$ cat src/rtl/sar_seq_pkg.sv
package sar_seq_pkg;

    typedef enum logic [1:0] {
        S_HUNT = 2'd0,
        S_CTRL = 2'd1,
        S_SLOT = 2'd2,
        S_CONV = 2'd3
    } seq_state_t;

    localparam int MUX_W = 3;
    localparam logic [MUX_W-1:0] MUX_COM = 3'd4;

    // bit counter values while receiving the seven bits after the start bit
    localparam int CCNT_W = 3;
    localparam logic [CCNT_W-1:0] CC_CHAN = 3'd2;  // edge capturing C0
    localparam logic [CCNT_W-1:0] CC_ACQ  = 3'd3;  // first count with acquire high
    localparam logic [CCNT_W-1:0] CC_MODE = 3'd4;  // edge capturing M
    localparam logic [CCNT_W-1:0] CC_LAST = 3'd6;  // edge capturing P0

    localparam logic [1:0] PD_SLEEP  = 2'b00;
    localparam logic [1:0] PD_INTCLK = 2'b10;

    function automatic logic [MUX_W-1:0] chan_index(input logic c2, input logic c1);
        return {1'b0, c1, c2};
    endfunction

    function automatic logic [MUX_W-1:0] neg_index(input logic [MUX_W-1:0] idx, input logic single);
        return single ? MUX_COM : (idx ^ 3'd1);
    endfunction

endpackage

$ cat src/rtl/sar_mux_sel.sv
module sar_mux_sel
    import sar_seq_pkg::*;
(
    input  logic             clk,
    input  logic             rst_n,
    input  logic             pos_load,
    input  logic             neg_load,
    input  logic             c2,
    input  logic             c1,
    input  logic             single,
    output logic [MUX_W-1:0] mux_pos,
    output logic [MUX_W-1:0] mux_neg
);

    logic [MUX_W-1:0] pos_q;
    logic [MUX_W-1:0] neg_q;

    always_ff @(posedge clk or negedge rst_n) begin
        if (!rst_n) begin
            pos_q <= '0;
            neg_q <= MUX_COM;
        end else begin
            if (pos_load) pos_q <= chan_index(c2, c1);
            if (neg_load) neg_q <= neg_index(pos_q, single);
        end
    end

    assign mux_pos = pos_q;
    assign mux_neg = neg_q;

    // single-ended mode references the common input
    assert_com_on_single_R2: assert property (@(posedge clk) disable iff (!rst_n)
        (neg_load && single) |=> (mux_neg == MUX_COM));

endmodule

$ cat src/rtl/sar_approx.sv
module sar_approx #(
    parameter int N = 16
) (
    input  logic         clk,
    input  logic         clr_n,
    input  logic         load,
    input  logic         step,
    input  logic         cmp,
    output logic [N-1:0] trial,
    output logic         dec_bit,
    output logic         dec_vld
);

    localparam logic [N-1:0] TOP = {1'b1, {(N-1){1'b0}}};

    // acc_q is kept in offset binary; the sign flip happens at the output
    logic [N-1:0] acc_q;
    logic [N-1:0] mask_q;

    always_ff @(posedge clk or negedge clr_n) begin
        if (!clr_n) begin
            acc_q   <= '0;
            mask_q  <= '0;
            dec_bit <= 1'b0;
            dec_vld <= 1'b0;
        end else begin
            dec_vld <= step;
            if (load) begin
                acc_q  <= TOP;
                mask_q <= TOP;
            end else if (step) begin
                acc_q   <= (cmp ? acc_q : (acc_q & ~mask_q)) | (mask_q >> 1);
                mask_q  <= mask_q >> 1;
                dec_bit <= cmp ^ mask_q[N-1];
            end
        end
    end

    assign trial = acc_q ^ TOP;

    // the first trial after a load is signed zero
    assert_first_trial_zero_R5: assert property (@(posedge clk) disable iff (!clr_n)
        load |=> (trial == '0));

    // at most one trial bit is pending
    assert_mask_onehot_R5: assert property (@(posedge clk) disable iff (!clr_n)
        step |-> $onehot0(mask_q));

endmodule

$ cat src/rtl/sar_out_stage.sv
module sar_out_stage (
    input  logic clk,
    input  logic clr_n,
    input  logic cs_n,
    input  logic slot,
    input  logic dec_vld,
    input  logic dec_bit,
    output logic busy,
    output logic busy_oe,
    output logic dout,
    output logic dout_oe
);

    logic busy_q;
    logic dout_q;

    always_ff @(negedge clk or negedge clr_n) begin
        if (!clr_n) begin
            busy_q <= 1'b0;
            dout_q <= 1'b0;
        end else begin
            busy_q <= slot;
            dout_q <= dec_vld & dec_bit;
        end
    end

    assign busy    = busy_q;
    assign dout    = dout_q;
    assign busy_oe = ~cs_n;
    assign dout_oe = ~cs_n;

    // the busy flag never lasts two falling edges
    assert_busy_one_clk_R4: assert property (@(negedge clk) disable iff (!clr_n)
        busy_q |=> !busy_q);

endmodule

$ cat src/rtl/sar_serial_seq.sv
module sar_serial_seq
    import sar_seq_pkg::*;
#(
    parameter int RES_BITS = 16
) (
    input  logic                sclk,
    input  logic                rst_n,
    input  logic                cs_n,
    input  logic                din,
    input  logic                cmp_in,
    output logic [RES_BITS-1:0] dac_code,
    output logic                acquire,
    output logic [MUX_W-1:0]    mux_pos,
    output logic [MUX_W-1:0]    mux_neg,
    output logic                powered,
    output logic                int_clk_sel,
    output logic                busy,
    output logic                busy_oe,
    output logic                dout,
    output logic                dout_oe
);

    localparam int BCNT_W = $clog2(RES_BITS);
    localparam logic [BCNT_W-1:0] BC_LAST = BCNT_W'(RES_BITS - 1);

    logic              clr_n;
    seq_state_t        state_q;
    seq_state_t        state_d;
    logic [CCNT_W-1:0] ccnt_q;
    logic [BCNT_W-1:0] bcnt_q;
    logic [1:0]        tail_q;
    logic [1:0]        pd_cfg_q;
    logic              int_clk_q;

    logic pos_load;
    logic neg_load;
    logic cfg_load;
    logic sar_step;
    logic slot_flag;
    logic dec_bit;
    logic dec_vld;

    assign clr_n = rst_n & ~cs_n;

    // state register
    always_ff @(posedge sclk or negedge clr_n) begin
        if (!clr_n) state_q <= S_HUNT;
        else        state_q <= state_d;
    end

    // next state
    always_comb begin
        state_d = state_q;
        unique case (state_q)
            S_HUNT: if (din) state_d = S_CTRL;
            S_CTRL: if (ccnt_q == CC_LAST) state_d = S_SLOT;
            S_SLOT: state_d = S_CONV;
            S_CONV: if (bcnt_q == BC_LAST) state_d = S_HUNT;
            default: state_d = S_HUNT;
        endcase
    end

    // decoded outputs and strobes
    always_comb begin
        acquire   = (state_q == S_CTRL) && (ccnt_q >= CC_ACQ);
        pos_load  = (state_q == S_CTRL) && (ccnt_q == CC_CHAN);
        neg_load  = (state_q == S_CTRL) && (ccnt_q == CC_MODE);
        cfg_load  = (state_q == S_CTRL) && (ccnt_q == CC_LAST);
        sar_step  = (state_q == S_SLOT) || (state_q == S_CONV);
        slot_flag = (state_q == S_SLOT);
        powered   = !((state_q == S_HUNT) && (pd_cfg_q == PD_SLEEP));
    end

    // frame counters and control byte tail
    always_ff @(posedge sclk or negedge clr_n) begin
        if (!clr_n) begin
            ccnt_q <= '0;
            bcnt_q <= '0;
            tail_q <= '0;
        end else begin
            unique case (state_q)
                S_HUNT: begin
                    ccnt_q <= '0;
                    tail_q <= '0;
                end
                S_CTRL: begin
                    ccnt_q <= ccnt_q + CCNT_W'(1);
                    tail_q <= {tail_q[0], din};
                end
                S_SLOT: bcnt_q <= BCNT_W'(1);
                S_CONV: bcnt_q <= bcnt_q + BCNT_W'(1);
                default: ccnt_q <= '0;
            endcase
        end
    end

    // power and clock-mode settings survive chip select
    always_ff @(posedge sclk or negedge rst_n) begin
        if (!rst_n) begin
            pd_cfg_q  <= PD_SLEEP;
            int_clk_q <= 1'b0;
        end else if (cfg_load) begin
            pd_cfg_q  <= {tail_q[0], din};
            int_clk_q <= (pd_cfg_q == PD_INTCLK);
        end
    end

    assign int_clk_sel = int_clk_q;

    sar_mux_sel u_mux (
        .clk      (sclk),
        .rst_n    (rst_n),
        .pos_load (pos_load),
        .neg_load (neg_load),
        .c2       (tail_q[1]),
        .c1       (tail_q[0]),
        .single   (din),
        .mux_pos  (mux_pos),
        .mux_neg  (mux_neg)
    );

    sar_approx #(.N(RES_BITS)) u_sar (
        .clk     (sclk),
        .clr_n   (clr_n),
        .load    (cfg_load),
        .step    (sar_step),
        .cmp     (cmp_in),
        .trial   (dac_code),
        .dec_bit (dec_bit),
        .dec_vld (dec_vld)
    );

    sar_out_stage u_out (
        .clk     (sclk),
        .clr_n   (clr_n),
        .cs_n    (cs_n),
        .slot    (slot_flag),
        .dec_vld (dec_vld),
        .dec_bit (dec_bit),
        .busy    (busy),
        .busy_oe (busy_oe),
        .dout    (dout),
        .dout_oe (dout_oe)
    );

    // a low DIN while hunting leaves the block hunting
    assert_hunt_ignores_low_R1: assert property (@(posedge sclk) disable iff (!clr_n)
        (state_q == S_HUNT && !din) |=> (state_q == S_HUNT));

    // the acquire window is four clocks long when it closes
    assert_acq_window_R3: assert property (@(posedge sclk) disable iff (!clr_n)
        $fell(acquire) |-> $past(acquire, 4));

    // hunting resumes right after the last decision
    assert_conv_ends_R8: assert property (@(posedge sclk) disable iff (!clr_n)
        (state_q == S_CONV && bcnt_q == BC_LAST) |=> (state_q == S_HUNT));

endmodule

$ cat config.mk
export PLATFORM = sky130hd
export DESIGN_NAME = sar_serial_seq
export DESIGN_NICKNAME = d
export VERILOG_FILES = /design/src/rtl/sar_seq_pkg.sv /design/src/rtl/sar_mux_sel.sv /design/src/rtl/sar_approx.sv /design/src/rtl/sar_out_stage.sv /design/src/rtl/sar_serial_seq.sv
export SDC_FILE = /design/constraint.sdc
export NUM_CORES = 1
export LEC_CHECK = 0
export CORE_MARGIN = 2
export CORE_UTILIZATION = 30
export CTS_BUF_LIST = sky130_fd_sc_hd__clkbuf_16
export DETAILED_ROUTE_END_ITERATION = 8
export HOLD_SLACK_MARGIN = 0.05
export MAX_ROUTING_LAYER = met4
export PLACE_DENSITY = 0.46
export SETUP_SLACK_MARGIN = 0.1
export SLEW_MARGIN = 30
export SYNTH_ARGS = -nofsm -noshare
export SYNTH_HDL_FRONTEND = slang
export SYNTH_SLANG_ARGS = --single-unit
$ cat constraint.sdc
create_clock -name sclk -period 4.3 [get_ports sclk]
set_input_delay 0.86 -clock sclk [delete_from_list [all_inputs] [get_ports sclk]]
set_output_delay 0.86 -clock sclk [all_outputs]
set_load 0.02 [all_outputs]
After elaboration in Yosys (flattened, before gate mapping)

Index checks and enable logic that the tools add are counted.
W data, S select, Z words.

$lt $le $gt $ge: 1
Muxes and demuxes: 13
$add $sub $neg: 2
Div/mod/pow operators: 0
Bitwise operators: 10
Multiply operators: 0
Equality and inequality tests: 11
Shift operators: 0
Reduce and logical (&&, ||, !) cells: 14

Operator list:

| cell                  | count |
|---|---|
| $mux W16              | 5 |
| $and A16 B16 Y16      | 1 |
| $not A16 Y16          | 1 |
| $or A16 B15 Y16       | 1 |
| $pmux W2 S4           | 1 |
| $pmux W4 S2           | 1 |
| $eq A2 B2 Y1 const B  | 3 |
| $eq A3 B3 Y1 const B  | 2 |
| $mux W2               | 3 |
| $pmux W3 S2           | 1 |
| $reduce_bool A2 Y1    | 3 |
| $logic_and A1 B1 Y1   | 5 |
| $add A4 B1 Y4 const B | 1 |
| $eq A4 B4 Y1 const B  | 1 |
| $logic_not A2 Y1      | 2 |
| $ne A2 B2 Y1 const B  | 2 |
| $not A1 Y1            | 4 |
| $pmux W2 S2           | 1 |
| $add A3 B1 Y3 const B | 1 |
| $eq A3 B2 Y1 const B  | 1 |
| $ge A3 B2 Y1 const B  | 1 |
| $mux W3               | 1 |
| $reduce_and A3 Y1     | 1 |
| $and A1 B1 Y1         | 2 |
| 6 further kinds       | 6 |

Word-level logic and storage cells: 65
Latch bits: 0
Bits in read-only memories: 0
Flip-flop bits (word level): 55
Memories: 0
Memory bits (writable): 0

Logic depth before layout (Yosys ltp)

Gate-level depths: netlist (run 1).

Word-level depth: 6
Depth in mapped cells: 7

Hierarchy

A second synthesis (run 1) with hierarchy kept.

Cells, all modules: 233
Area, all modules: 2546.2 um^2

By module, submodules not included:

| module         | times used | cells an instance | sequential area each (um^2) | area each (um^2) |
|---|---|---|---|---|
| sar_approx     | 1          | 143               | 850.8                       | 1521.5 |
| sar_serial_seq | 1          | 70                | 350.3                       | 754.5 |
| sar_mux_sel    | 1          | 15                | 126.4                       | 202.7 |
| sar_out_stage  | 1          | 5                 | 50.0                        | 67.6 |

==> reports/results.ini, run 1 <==
[synthesis]
synth-adder-area-share = 0.0506
yosys_warnings = 0
yosysSeqAreaShare = 0.557
yosys.area_share.simple = 0.106
synth_compound_area_frac = 0.148
syn_inst = 250
synth_area_mm2 = 0.00247
synth-xor-area-share = 0.00709
yosys_most_used_dff = dfrtp_1
syn-mean-instance-area_um2 = 9.88
synth_top_family_by_area = compound AO/OA/AOI/OAI gates
syn_nets = 265
synth_edf_count = 0
synth-seq-cells = 55
synth_cell_types = 34
async_flop_share = 1.00
muxShareOfSynthArea = 0.0223

[power]
peakVddDrop_mv = 0.321
powerDensity_mw_per_mm2 = 673
power_frac_comb = 0.382
pwr-share-seq = 0.387
clockPowerShare = 0.231
power.leakage_nw = 1.29
p_sw_uw = 716
power_mw = 1.98
power.internal_mw = 1.27
switching_share = 0.361

[sta]
tns_ps = 0
setup_ws_ps = 274
setup_viol = 0
finalHoldViolCount = 0
max_slew.worst_pin.slew_ps = 701
max_slew_margin = 0.532
maxSlewViolCount = 0
fin_skew_ps = 21.5
rsz0062_at_grt = false

[route]
vias = 1675
routedWlPerCell_um = 12.7
via_per_inst = 4.50
detail-route-antenna-nets = 0
first_pass_iters = 4
drt_wl_total_mm = 4.73
drtIter0Drc = 41
drcViolationCount = 0

[placed_design]
dp_slack_ps = 332
gp_congestion = 0.682
place_area_mm2 = 0.00278
place_hpwl_mm = 3.12
io_buffers = 32

[layout]
drive_gt1_frac = 0.0749
area_growth_syn_to_layout_pct = 19.3
nets = 281
diodes = 0
num-fill-cells = 870
fin_area_mm2 = 0.00295

[die]
core_area_mm2 = 0.00809
die_area_mm2 = 0.00898
die_h_um = 94.8
rows = 33
die_w_um = 94.8
ioPinCount = 34
start_util = 0.305

[clock_network]
cts_setup_buffers = 0
hold_buffers = 0
htree_num_levels = 2
clkTransAtPathRegs_ps = 70
clkLatencyLatePin_ps = 300
cts_buffer_depth = 2
post_cts.resized_instances = 2
cts_num_sinks = 55
numCtsBuffers = 5
cts_root_buffer = clkbuf_16
cts_tree = built

[global_route]
grt_pass1_wl_mm = 8.22
grt_max_degree = 39
antenna_found_initial = 0
grt_remaining_overflow = 0
grt_pass1_vias = 1678
grtUsageTotal = 0.121

[setup_path]
worst_ep_arrival_time_ps = 3170
critPathBufInv = 1
cp-end-kind = output port
cp_max_fo = 1
crit_family = flip-flops
crit_chain = dlygate4sd2_1
worstSetupPathDepth = 1
r2r_cells = 2
start_kind = register
cp_slowest_stage_delay_ps = 390
cp_data_required_time_ps = 3440
cp_slowest_cell = dfrtn_1
critical_path_class = reg -> out

[hold_path]
whs_path_depth = 1
hold_class = reg -> reg

[run_status]
status = finished clean

[run]
drv_cap = 0

power groups by stage:
stage	Clock (mW)	Combinational (mW)	Sequential, mW
2_1_floorplan	0	0.538	0.797
6_report	0.459	0.757	0.767
3_3_place_gp	0	0.774	0.777
3_5_place_dp	0	0.780	0.781
4_1_cts	0.477	0.776	0.771
5_1_grt	0.495	0.838	0.792
routing by layer:
metal | track usage | part of all wire
met4 | 0.0362 | 0.012
met5 | - | 0
met1 | 0.161 | 0.49
met2 | 0.185 | 0.47
met3 | 0.0271 | 0.025
layout by cell type, fill, tap and decap left out, drive strengths merged:
master,instances
nand3,5
clkdlybuf4s50,30
inv,25
conb,1
nand2b,1
buf,3
mux2i,1
dfrtp,52
a31oi,1
ha,10
a222oi,1
and3,1
clkbuf,5
and2,1
nor2b,3
a22o,5
nand3b,1
xnor2,2
nor2,4
dfrtn,2
clkinv,2
mux2,4
nand2,44
o21bai,1
nor3,1
bufinv,1
dlygate4sd2,2
o31ai,2
a211oi,1
o21ai,22
a21oi,32
dfstp,1
cells in the mapped netlist, types with 2 or more instances:
cell type,instances,area share
nand2_1,44,0.067
a22o_1,4,0.014
xnor2_1,2,0.0071
mux2_2,3,0.014
dfrtn_1,2,0.020
nand3_1,5,0.010
buf_4,18,0.055
nor2_1,3,0.0046
clkbuf_1,4,0.0061
o31ai_1,2,0.0061
ha_1,10,0.051
inv_1,24,0.036
a21oi_1,32,0.065
dfrtp_1,52,0.53
buf_2,4,0.0081
o21ai_0,21,0.043
nor2b_1,3,0.0076
metrics by stage:
step	instances	util	hold WS [ps]
finish	372	0.364	483
global route	372	0.364	522
CTS	372	0.364	484
detailed placement	364	0.344	463
global placement	364	0.344	454
floorplan	250	-	459
final cells by class:
class	count	area, um2	area share
tap	105	131	0.0445
clock buffer	5	125	0.0424
multi-input combinational	144	837	0.284
timing repair buffer	35	340	0.115
inverter	25	93.8	0.0318
sequential	55	1380	0.467
clock inverter	3	43.8	0.0148
path summary, 6_finish.rpt:
path                                               from                      endpoint  slack, ps
setup / recovery                   u_out.busy$_DFF_NN0_                          busy        270
hold / removal             u_mux.mux_pos[0]$_DFFE_PN0P_  u_mux.mux_neg[0]$_DFFE_PN0P_        480
setup reg to reg                 state_q[0]$_DFFE_PN0P_          u_out.busy$_DFF_NN0_       1210
hold reg to reg            u_mux.mux_pos[0]$_DFFE_PN0P_  u_mux.mux_neg[0]$_DFFE_PN0P_        480
max in group asynchronous                         rst_n          u_out.dout$_DFF_NN0_       1020
min in group asynchronous                         rst_n  u_mux.mux_pos[0]$_DFFE_PN0P_        890
cells by family after synthesis:
kind of cell,Yosys count
buffers and inverters,51
xor gates and xnor gates,2
adders and majority gates,10
muxes,5
other,1
DFF,55
and+or+nand+nor,61
AOI/OAI and AO/OA,65
sequential cells by signal, summed over array words and instances (netlist names):
signal / flops
u_sar.acc_q: 16
u_sar.mask_q: 16
bcnt_q: 4
ccnt_q: 3
u_mux.mux_neg: 3
pd_cfg_q: 2
state_q: 2
tail_q: 2
u_mux.mux_pos: 2
int_clk_sel: 1
u_out.busy: 1
u_out.dout: 1
u_sar.dec_bit: 1
u_sar.dec_vld: 1
(Power assumes the default switching activity.)
==> inputs of run 2 (changes only) <==
CTS_BUF_LIST = sky130_fd_sc_hd__clkbuf_8   (was sky130_fd_sc_hd__clkbuf_16)
SLEW_MARGIN = 20   (was 30)
==> run 2 against run 1 <==
  * Flip-flop and latch count did not move
  * Highest routed layer unchanged
  * Final cell count did not move
  * Critical endpoint unchanged
  * Clock skew fell by 13 ps
  * Wire length fell by 0.95%
  * Critical path depth did not move
  * Hold slack improved by 4.0 ps
  * Clock power fell by 25%
  * Non-clock buffer count did not move
==> reports/results.ini, run 2 (synthesis results as in run 1) <==
[layout]
reg_top3 = u_sar.acc_q (16), u_sar.mask_q (16), bcnt_q (4)  ; unchanged
final_common_cell = dfrtp_1  ; unchanged
diodes = 0  ; unchanged
finalNonFillerCells = 372  ; unchanged
nets = 281  ; unchanged
drive_gt1_frac = 0.0749  ; unchanged
final_cell_mix = 52 x dfrtp_1, 44 x nand2_1, 32 x a21oi_1, 30 x clkdlybuf4s50_1, 24 x inv_1  ; unchanged
area_growth_syn_to_layout_pct = 17.1  ; was 19.3%
fin_area_mm2 = 0.00289  ; was 0.00295 mm2

[setup_path]
ff2ff_setup_slack_ps = 1190  ; was 1210 ps
worst_ep_arrival_time_ps = 3170  ; about the same
r2r_cells = 2  ; unchanged
cp_slowest_stage_delay_ps = 390  ; about the same
cp-end-kind = output port  ; unchanged
critical_path_class = reg -> out  ; unchanged
timing.rr.start = state_q[0]$_DFFE_PN0P_  ; unchanged
r2r_end = u_out.busy$_DFF_NN0_  ; unchanged
cp_data_required_time_ps = 3440  ; about the same
start_kind = register  ; unchanged
crit_family = flip-flops  ; unchanged
cp_max_fo = 1  ; unchanged
critPathBufInv = 1  ; unchanged
crit_chain = dlygate4sd2_1  ; unchanged
cp_slowest_cell = dfrtn_1  ; unchanged

[clock_network]
cts_num_sinks = 55  ; unchanged
cts_buffer_depth = 2  ; unchanged
clkTransAtPathRegs_ps = 90  ; was 70 ps
cts_setup_buffers = 0  ; unchanged
cts_root_buffer = clkbuf_8  ; was clkbuf_16
cts_tree = built  ; unchanged
numCtsBuffers = 5  ; unchanged
clkLatencyLatePin_ps = 300  ; about the same
htree_num_levels = 2  ; unchanged

[route]
via_per_inst = 4.48  ; was 4.50
first_pass_iters = 4  ; unchanged
drcViolationCount = 0  ; unchanged
detail-route-antenna-nets = 0  ; unchanged
routedWlPerCell_um = 12.6  ; was 12.7 um
vias = 1668  ; was 1675
drtIter0Drc = 54  ; was 41
drt_wl_total_mm = 4.69  ; was 4.73 mm

[sta]
setup_viol = 0  ; unchanged
setup_ws_ps = 274  ; about the same
fin_skew_ps = 8.31  ; was 21.5 ps
tns_ps = 0  ; unchanged
max_slew_margin = 0.543  ; was 0.532
max_slew.worst_pin.slew_ps = 684  ; was 701 ps
maxSlewViolCount = 0  ; unchanged
finalHoldViolCount = 0  ; unchanged
rsz0062_at_grt = false  ; unchanged

[power]
p_sw_uw = 699  ; was 716 uW
peakVddDrop_mv = 0.290  ; was 0.321 mV
power_frac_comb = 0.405  ; was 0.382
power.leakage_nw = 1.26  ; was 1.29 nW
switching_share = 0.375  ; was 0.361
power.internal_mw = 1.16  ; was 1.27 mW
power_mw = 1.86  ; was 1.98 mW
powerDensity_mw_per_mm2 = 644  ; was 673 mW/mm2
clockPowerShare = 0.184  ; was 0.231
pwr-share-seq = 0.411  ; was 0.387

[die]
die_w_um = 94.8  ; unchanged
start_util = 0.305  ; unchanged
ioPinCount = 34  ; unchanged
die_area_mm2 = 0.00898  ; unchanged
core_area_mm2 = 0.00809  ; unchanged
rows = 33  ; unchanged
die_h_um = 94.8  ; unchanged

[global_route]
grt_max_degree = 39  ; unchanged
grtUsageTotal = 0.120  ; was 0.121
grt_pass1_wl_mm = 8.14  ; was 8.22 mm
grt_pass1_vias = 1673  ; was 1678
antenna_found_initial = 0  ; unchanged
grt_remaining_overflow = 0  ; unchanged

[hold_path]
hold_class = reg -> reg  ; unchanged
holdPathEnd = u_mux.mux_neg[2]$_DFFE_PN1P_  ; was u_mux.mux_neg[0]$_DFFE_PN0P_
whs_path_depth = 2  ; was 1
hold_start = u_mux.mux_neg[2]$_DFFE_PN1P_  ; was u_mux.mux_pos[0]$_DFFE_PN0P_

[placed_design]
io_buffers = 32  ; unchanged
dp.cells = 364  ; unchanged
gp_congestion = 0.682  ; unchanged
dp_slack_ps = 332  ; unchanged
place_hpwl_mm = 3.12  ; unchanged
place_area_mm2 = 0.00278  ; unchanged

[run]
drv_cap = 0  ; unchanged

[run_status]
status = finished clean  ; unchanged

## run 2: cell count changes in the layout (fill, tap and decap cells not counted)
cell	delta
clkbuf_8	+5
clkbuf_16	-5
## run 2: stage by stage
| stage | utilization | hold slack [ps] |
|---|---|---|
| after floorplan | - | 459 |
| after global routing | 0.357 | 530 |
| after detailed placement | 0.344 | 463 |
| final | 0.357 | 487 |
| after CTS | 0.357 | 491 |
| after global placement | 0.344 | 454 |
## run 2: power by group through the flow
| stage | logic [mW] | clock network [mW] | registers [mW] |
|---|---|---|---|
| global placement | 0.774 | 0 | 0.777 |
| global route | 0.838 | 0.379 | 0.791 |
| floorplan | 0.538 | 0 | 0.797 |
| finish | 0.755 | 0.343 | 0.766 |
| detailed placement | 0.780 | 0 | 0.781 |
| CTS | 0.775 | 0.359 | 0.770 |
## run 2: what timing repair did
item / in CTS / in global routing
hold buffers: 0 / 0
resized for setup: 2 / 0
endpoints found under the setup margin: 2 / 0
## run 2: worst reg2reg max path: stages, from the launching register on
cell     delay, ps
dfrtp_1        390
inv_1          100
ha_1           300
## run 2: cell type report
| cell class | instances | area [um2] |
|---|---|---|
| clock buffers | 5 | 68.8 |
| inverters | 25 | 93.8 |
| clock inverters | 3 | 43.8 |
| flip-flops and latches | 55 | 1380 |
| repair buffers | 35 | 340 |
| fillers | 879 | 5200 |
| well taps | 105 | 131 |
| multi-input cells | 144 | 837 |
## run 2: per-layer routing
metal  GRT usage  part of all wire
met4      0.0326            0.0096
met2       0.185              0.48
met3      0.0271             0.030
met5           -                 0
met1       0.159              0.48
## run 2: worst max-delay path by stage
stage,start,to,depth (start not counted)
2_1_floorplan,rst_n,u_out.busy$_DFF_NN0_,1
3_3_place_gp,u_out.busy$_DFF_NN0_,busy,1
3_5_place_dp,u_out.dout$_DFF_NN0_,dout,1
4_1_cts,u_out.busy$_DFF_NN0_,busy,1
5_1_grt,u_out.busy$_DFF_NN0_,busy,1
6_report,u_out.busy$_DFF_NN0_,busy,1
